===== src/rtl/dma_txend_ctl.sv =====
module dma_txend_ctl #(
  parameter int CNT_W = 11
) (
  input  logic             clk,
  input  logic             rst_n,
  input  logic             dir_tx,
  input  logic             zlp_en,
  input  logic [CNT_W-1:0] mps,
  input  logic             wr_stb,
  input  logic             end_in,
  input  logic             zlp_ack,
  output logic             commit,
  output logic [CNT_W-1:0] commit_len,
  output logic             zlp_req
);

  logic [CNT_W-1:0] cnt;

  wire             ack_hit   = zlp_req & zlp_ack;
  wire [CNT_W-1:0] base      = ack_hit ? '0 : cnt;
  wire [CNT_W-1:0] inc       = base + 1'b1;
  wire [CNT_W-1:0] nxt       = wr_stb ? ((inc >= mps) ? '0 : inc) : base;
  wire             ev        = end_in & dir_tx;
  wire             do_commit = ev & (nxt != '0);
  wire             do_zlp    = ev & (nxt == '0) & zlp_en & ~zlp_req;

  always_ff @(posedge clk) begin
    if (!rst_n) begin
      cnt        <= '0;
      commit     <= 1'b0;
      commit_len <= '0;
      zlp_req    <= 1'b0;
    end else begin
      cnt        <= do_commit ? '0 : nxt;
      commit     <= do_commit;
      commit_len <= do_commit ? nxt : '0;
      zlp_req    <= do_zlp | (zlp_req & ~zlp_ack);
    end
  end

endmodule



===== config.mk =====
export PLATFORM = sky130hd
export DESIGN_NAME = dma_txend_ctl
export DESIGN_NICKNAME = d
export VERILOG_FILES = /design/src/rtl/dma_txend_ctl.sv
export SDC_FILE = /design/constraint.sdc
export NUM_CORES = 1
export LEC_CHECK = 0
export ABC_AREA = 1
export BUFFER_PORTS_ARGS = -buffer_cell sky130_fd_sc_hd__buf_2
export CAP_MARGIN = 30
export CELL_PAD_IN_SITES_DETAIL_PLACEMENT = 1
export CELL_PAD_IN_SITES_GLOBAL_PLACEMENT = 2
export CORE_MARGIN = 5
export CORE_UTILIZATION = 28
export CTS_BUF_LIST = sky130_fd_sc_hd__clkbuf_4
export CTS_CLUSTER_SIZE = 10
export DETAILED_ROUTE_END_ITERATION = 16
export PLACE_DENSITY_LB_ADDON = 0.1
export SETUP_SLACK_MARGIN = 0.4
export SYNTH_ARGS = -nofsm -noshare
export SYNTH_HDL_FRONTEND = slang
export SYNTH_SLANG_ARGS = --single-unit

===== constraint.sdc =====
create_clock -name clk -period 2.5 [get_ports clk]
set_input_delay 0 -clock clk [delete_from_list [all_inputs] [get_ports clk]]
set_output_delay 0 -clock clk [all_outputs]
set_load 0.05 [all_outputs]

==> flow_metrics.env, run 1 <==
export IMPL_synth_fp_nets=313
export IMPL_timing_final_crit_share_pct=118.3
export IMPL_ys_top_cells_by_area="dfxtp_1 27%, nand2_1 17%, inv_1 9.4%, nor2_1 9.4%, ha_1 7.6%"
export IMPL_p_comb_share_pct=28.2
export IMPL_antenna_violating_nets_post_route=0
export IMPL_yosysMostFrequentCell="nand2_1"
export IMPL_synth_edff_count=0
export IMPL_ios=31
export IMPL_final_min_clock_period_ns=2.957
export IMPL_setup_repair_after_global_routing_missed_its_margin="yes"
export IMPL_ctsHtreeMaxLevel=1
export IMPL_die_area_um2=8149
export IMPL_power_switching_share_pct=30.32
export IMPL_drt_drc_violations_left=0
export IMPL_critPathKind="reg -> reg"
export IMPL_yosysTopAreaCell="dfxtp_1"
export IMPL_timing_critical_path_to_type="flop"
export IMPL_power_density_cell_area_nw_per_um2=266.7
export IMPL_ys_seq_elements=24
export IMPL_skew_ns=0.003429
export IMPL_grt_pass1_wl_mm=9.653
export IMPL_antennaDiodeCount=0
export IMPL_viasPerCell=4.318
export IMPL_startpoint_of_the_tightest_hold_check_path="zlp_en"
export IMPL_floorplan_initialDensity_pct=28.58
export IMPL_cap_violations=0
export IMPL_n_fill_cell=836
export IMPL_gr_total_overflow=0
export IMPL_timing_worst_slew_pin_value_ns=0.2984
export IMPL_nets=415
export IMPL_std_cell_rows=29
export IMPL_timing_reg2reg_setup_slack_ns=-0.46
export IMPL_share_of_layout_cells_above_drive_strength_1_pct=47.01
export IMPL_critical_path_cell_chain="nand2_8, buf_8, nand2_4, nor3_4, nand4_1, nand2_2, inv_2, ha_4, nand2_4, inv_4, nand2_2, nor2_1, nand2_1, nand2_2, nor2_4, buf_12, a21oi_4, nand2_2, nor2_4, nand3_4, nand2_4, nand2_8, nor2_4"
export IMPL_grt_max_degree=14
export IMPL_clock_tree_root_cell="clkbuf_4"
export IMPL_dp_hpwl_mm=4.626
export IMPL_slew_headroom_pct=80.03
export IMPL_worst_endpoint_required_ns=2.76
export IMPL_cpMostUsedCell="nand2_2"
export IMPL_synth_largest_type_area_fraction_pct=26.63
export IMPL_cp_start_kind="flop"
export IMPL_first_global_vias=2098
export IMPL_r2r_start="zlp_req$_SDFF_PN0_"
export IMPL_final_hold_viol_count=0
export IMPL_crit_reg2reg_capture="cnt[3]$_SDFF_PP0_"
export IMPL_grt_total_usage_pct=14.19
export IMPL_arrival_ns=3.21
export IMPL_crit_family="simple AND/OR/NAND/NOR gates"
export IMPL_wl_per_cell_um=12.47
export IMPL_share_clk_of_total_power_pct=21.5
export IMPL_reg2reg_depth=23
export IMPL_yosysWarningCount=0
export IMPL_path_category_of_the_worst_min_delay_check="in -> reg"
export IMPL_gp_congestion=0.8413
export IMPL_die_x_um=90.27
export IMPL_wl_mm=5.759
export IMPL_number_of_drc_markers_in_iteration_0=35
export IMPL_routed_via_count=1995
export IMPL_worstHoldEndpoint="zlp_req$_SDFF_PN0_"
export IMPL_fin_ws_ns=-0.4572
export IMPL_synthesis_instances=284
export IMPL_holdPathStages=5
export IMPL_worst_setup_hold_path_clk_slew_ns=0.13
export IMPL_critical_path_max_fanout=8
export IMPL_yosysUniqueCellTypes=27
export IMPL_syn_mean_instance_area_um2=6.353
export IMPL_setup_viols_final=24
export IMPL_firstDrtPassIters=2
export IMPL_die_h_um=90.27
export IMPL_cellInternalPower_mw=0.5417
export IMPL_p_leak_nw=1.567
export IMPL_antenna_found_initial=0
export IMPL_slowest_stage="dfxtp_4"
export IMPL_flow_area_growth_from_synthesis_pct=61.58
export IMPL_tritoncts="built"
export IMPL_synth_flop_cell="dfxtp_1"
export IMPL_violations_in_the_final_reports="setup timing"
export IMPL_synth_seq_area_share_pct=26.63
export IMPL_max_freq_ghz=0.3382
export IMPL_run_status="finished, violations left"
export IMPL_synth_area_um2=1804
export IMPL_cts_buffer_depth=2
export IMPL_async_set_or_reset_register_ratio_after_synthesis_pct=0
export IMPL_timing_max_transition_violations_final=0
export IMPL_cts_sink_count=24
export IMPL_floorplan_core_area_um2=6314
export IMPL_port_buf_inserts=30
export IMPL_cts_made_buffers=3
export IMPL_sequentialPowerShare_pct=50.3
export IMPL_timing_hold_ws_ns=0.02051
export IMPL_timing_critical_path_slowest_cell_delay_ns=0.39
export IMPL_worst_ir_drop_vdd_mv=0.3635
export IMPL_worst_path_buf_inv=4
export IMPL_post_synth_most_frequent_cells="84 x nand2_1, 45 x inv_1, 45 x nor2_1, 24 x dfxtp_1, 17 x nand3_1"
export IMPL_psw_mw=0.2358
export IMPL_clock_insertion_delay_worst_skew_ns=0.30
export IMPL_setup_tns_ns=-9.086
[worst register-to-register path, cell delays in order, from the launching register on]
cell     delay [ns]
dfxtp_4        0.39
nand2_8        0.09
buf_8          0.14
nand2_4        0.06
nor3_4         0.18
nand4_1        0.12
nand2_2        0.09
inv_2          0.05
ha_4           0.29
nand2_4        0.07
inv_4          0.06
nand2_2        0.05
nor2_1         0.08
nand2_1        0.09
nand2_2        0.09
nor2_4         0.06
buf_12         0.14
a21oi_4        0.18
nand2_2        0.09
nor2_4         0.16
nand3_4        0.11
nand2_4        0.13
nand2_8        0.09
nor2_4         0.12
[placed cells by master, fill, tap and decap left out, types with 4 or more instances in the layout]
| cell | count |
|---|---|
| nand3_4 | 4 |
| inv_1 | 42 |
| buf_6 | 7 |
| nand2_1 | 68 |
| nand2_4 | 5 |
| a21oi_4 | 6 |
| nor2_4 | 10 |
| dfxtp_1 | 23 |
| nor2_2 | 11 |
| nand2_2 | 13 |
| nor2_1 | 38 |
| inv_2 | 13 |
| ha_1 | 6 |
| ha_4 | 5 |
| buf_2 | 30 |
| nand3_1 | 15 |
| buf_4 | 59 |
[worst max path at each step]
stage	start	endpoint	slack (ns)	cells past startpoint
2_1_floorplan	zlp_req$_SDFF_PN0_	commit_len[9]$_SDFF_PN0_	-0.23	23
3_3_place_gp	zlp_req$_SDFF_PN0_	cnt[1]$_SDFF_PP0_	-0.48	22
3_5_place_dp	zlp_req$_SDFF_PN0_	cnt[1]$_SDFF_PP0_	-0.52	22
4_1_cts	zlp_req$_SDFF_PN0_	cnt[3]$_SDFF_PP0_	-0.44	23
5_1_grt	zlp_req$_SDFF_PN0_	cnt[3]$_SDFF_PP0_	-0.61	23
6_report	zlp_req$_SDFF_PN0_	cnt[3]$_SDFF_PP0_	-0.46	23
[what timing repair did]
action / 4_1_cts / 5_1_grt
pin swaps: 19 / 24
resized for setup: 46 / 15
hold buffers: 2 / 0
endpoints found under the setup margin: 24 / 24
endpoints found under the hold margin: 2 / 0
cloned: 1 / 0
buffers inserted: 15 / 3
[per-layer routing]
| metal | routed length (um) | vias to the layer above | track usage (%) |
|---|---|---|---|
| li1 | - | 1052 | - |
| met5 | 0 | - | 0 |
| met3 | 124 | 6 | 1.333 |
| met1 | 2477 | 912 | 16.24 |
| met4 | 78 | 0 | 2.978 |
| met2 | 3078 | 25 | 27.99 |
[power groups by stage]
| stage | Combinational, mW | Sequential (mW) | Clock, mW |
|---|---|---|---|
| 2_1_floorplan | 0.0971 | 0.407 | 0 |
| 3_3_place_gp | 0.176 | 0.399 | 0 |
| 3_5_place_dp | 0.178 | 0.400 | 0 |
| 4_1_cts | 0.211 | 0.391 | 0.174 |
| 5_1_grt | 0.242 | 0.392 | 0.191 |
| 6_report | 0.219 | 0.391 | 0.167 |
[state kept, by name, summed over array words and instances, names as in the netlist]
signal and count:
zlp_req 1, commit 1, commit_len 11, cnt 11
[per-stage QoR]
stage	instance area [um^2]	std cells	setup WS, ns	utilization [%]	power (mW)
6_report	2915	462	-0.4572	46.18	0.7774
5_1_grt	2915	462	-0.6062	46.18	0.8245
4_1_cts	2844	459	-0.4406	45.05	0.7760
3_5_place_dp	2465	437	-0.5225	39.04	0.5773
3_3_place_gp	2465	437	-0.4779	39.04	0.5750
2_1_floorplan	1868	284	-0.2304	-	0.5045
[cell type report]
class	instances	area, um^2	area share [%]
clock inverter	1	3.754	0.1288
clock buffer	3	22.52	0.7725
inverter	57	219.0	7.511
timing repair buffer	100	726.9	24.94
sequential	24	484.2	16.61
tap	77	96.34	3.305
multi-input combinational	200	1363	46.74
[cell families after synthesis]
kind of cell	share of synthesized area (%)
simple gates	44.45
buf+inv	13.73
flops	26.63
compound gates	7.073
fa+ha+maj	7.628
xor+xnor	0.4855
Note: power is estimated with default switching activity, not from simulation.
==> inputs of run 2 (changes only) <==
Settings changed: PLACE_DENSITY_LB_ADDON 0.1 to 0.25, SKIP_CTS_REPAIR_TIMING set to 1.
==> run 2 against run 1 <==
  * The flow still finishes with violations (setup timing)
  * Cell count fell by 2.6%
  * First-iteration DRC count fell by 51%
  * Global-route usage shrank 1.7 points
  * Cell area fell by 2.8%
  * Setup slack better by 0.034 ns
  * Critical path depth shrank 2
  * Highest routed layer unchanged
  * Clock power up 65%
==> flow_metrics.env, run 2 (synthesis gave the netlist of run 1 again) <==
export IMPL_run_status="finished, violations left"
export IMPL_violations_in_the_final_reports="setup timing"
export IMPL_wl_mm=5.593
export IMPL_path_category_of_the_worst_min_delay_check="in -> reg"
export IMPL_port_buf_inserts=30
export IMPL_nets=403
export IMPL_antennaDiodeCount=0
export IMPL_share_of_layout_cells_above_drive_strength_1_pct=46.38
export IMPL_grt_pass1_wl_mm=8.459
export IMPL_timing_worst_slew_pin_value_ns=0.3067
export IMPL_floorplan_initialDensity_pct=28.58
export IMPL_arrival_ns=3.18
export IMPL_critPathLaunch="zlp_req$_SDFF_PN0_"
export IMPL_gp_congestion=0.7503
export IMPL_ctsHtreeMaxLevel=1
export IMPL_setup_repair_after_global_routing_missed_its_margin="yes"
export IMPL_grt_total_usage_pct=12.49
export IMPL_crit_reg2reg_capture="cnt[2]$_SDFF_PP0_"
export IMPL_final_hold_viol_count=0
export IMPL_commonest_cells_after_routing_fill_and_taps_aside="66 x nand2_1, 51 x buf_4, 43 x inv_1"
export IMPL_clock_tree_root_cell="clkbuf_4"
export IMPL_antenna_found_initial=0
export IMPL_std_cell_rows=29
export IMPL_skew_ns=0.002230
export IMPL_slew_headroom_pct=79.48
export IMPL_holdPathStages=5
export IMPL_die_h_um=90.27
export IMPL_r2r_start="zlp_req$_SDFF_PN0_"
export IMPL_tritoncts="built"
export IMPL_critical_path_max_fanout=6
export IMPL_flow_area_growth_from_synthesis_pct=57.00
export IMPL_overall_power_consumption_mw=0.8831
export IMPL_cell_area_after_placement_um2=2435
export IMPL_worst_endpoint_required_ns=2.76
export IMPL_dp_hpwl_mm=4.493
export IMPL_number_of_drc_markers_in_iteration_0=17
export IMPL_timing_hold_ws_ns=0.02950
export IMPL_antenna_violating_nets_post_route=0
export IMPL_n_fill_cell=838
export IMPL_drt_drc_violations_left=0
export IMPL_final_cell_area_um2=2833
export IMPL_worst_setup_hold_path_clk_slew_ns=0.13
export IMPL_timing_max_transition_violations_final=0
export IMPL_first_global_vias=1882
export IMPL_cp_start_kind="flop"
export IMPL_final_cell_count_no_fill=450
export IMPL_cts_buffer_depth=2
export IMPL_clock_insertion_delay_worst_skew_ns=0.31
export IMPL_firstDrtPassIters=4
export IMPL_p_leak_nw=1.519
export IMPL_fin_ws_ns=-0.4236
export IMPL_critPathKind="reg -> reg"
export IMPL_layout_top_registers="cnt (11), commit_len (11)"
export IMPL_die_area_um2=8149
export IMPL_cts_sink_count=24
export IMPL_grt_max_degree=15
export IMPL_ios=31
export IMPL_setup_viols_final=24
export IMPL_floorplan_core_area_um2=6314
export IMPL_timing_critical_path_to="cnt[2]$_SDFF_PP0_"
export IMPL_viasPerCell=4.271
export IMPL_cap_violations=0
export IMPL_final_util_pct=44.87
export IMPL_max_freq_ghz=0.3420
export IMPL_routed_via_count=1922
export IMPL_timing_reg2reg_setup_slack_ns=-0.42
export IMPL_reg2reg_depth=21
export IMPL_final_min_clock_period_ns=2.924
export IMPL_mostFrequentLayoutCell="nand2_1"
export IMPL_gr_total_overflow=0
export IMPL_worst_ir_drop_vdd_mv=0.4486
export IMPL_placedCellCount=433
export IMPL_timing_critical_path_to_type="flop"
export IMPL_power_density_cell_area_nw_per_um2=311.7
export IMPL_timing_final_crit_share_pct=116.9
export IMPL_cts_made_buffers=3
export IMPL_die_x_um=90.27
export IMPL_wl_per_cell_um=12.43
[run 2: worst min-delay path by stage]
stage                 from                         to  slack [ns]
floorplan            rst_n         zlp_req$_SDFF_PN0_        0.11
global placement    dir_tx  commit_len[10]$_SDFF_PN0_        0.27
detailed placement  dir_tx  commit_len[10]$_SDFF_PN0_        0.27
CTS                 dir_tx  commit_len[10]$_SDFF_PN0_       -0.07
global route        zlp_en         zlp_req$_SDFF_PN0_        0.04
finish              zlp_en         zlp_req$_SDFF_PN0_        0.03
[run 2: per-layer routing]
layer / vias to the layer above / track usage, % / share of wire [%]
li1: 1036 / - / -
met1: 864 / 15.12 / 44
met2: 20 / 23.41 / 54
met3: 2 / 1.000 / 1.8
met4: 0 / 3.350 / 0.55
met5: - / 0 / 0
[run 2: layout make-up]
| class | count | area, um^2 | area share [%] |
|---|---|---|---|
| multi-input combinational | 202 | 1376 | 48.59 |
| timing repair buffer | 86 | 609.3 | 21.51 |
| sequential | 24 | 484.2 | 17.09 |
| inverter | 57 | 214.0 | 7.553 |
| tap | 77 | 96.34 | 3.401 |
| clock inverter | 1 | 30.03 | 1.060 |
| clock buffer | 3 | 22.52 | 0.7951 |
[run 2: where the power goes]
part	leakage, nW	switching, mW	internal (mW)
registers	0.195	0.00523	0.387
clock network	0.0279	0.114	0.162
logic	1.30	0.123	0.0924
total	1.52	0.242	0.641
[run 2: critical path, stage by stage, from the launching register on]
cell and delay (ns):
dfxtp_4 0.40, nand2_8 0.11, nand3_4 0.13, nor2_4 0.19
buf_4 0.13, buf_4 0.09, inv_2 0.03, nand2_1 0.06
inv_2 0.06, ha_4 0.27, nand3_1 0.06, nand3b_1 0.17
nand2_2 0.11, nor2_4 0.07, buf_12 0.15, a21oi_4 0.15
nand2_2 0.07, nor2_2 0.15, nand3_4 0.14, nand2_4 0.14
nand2_4 0.09, nor2_2 0.10
[run 2: stage by stage]
stage,setup TNS [ns],setup WS [ns]
3_5_place_dp,-10.95,-0.5262
6_report,-8.036,-0.4236
4_1_cts,-11.89,-0.5659
3_3_place_gp,-9.851,-0.4870
5_1_grt,-12.99,-0.6234
2_1_floorplan,-4.443,-0.2304
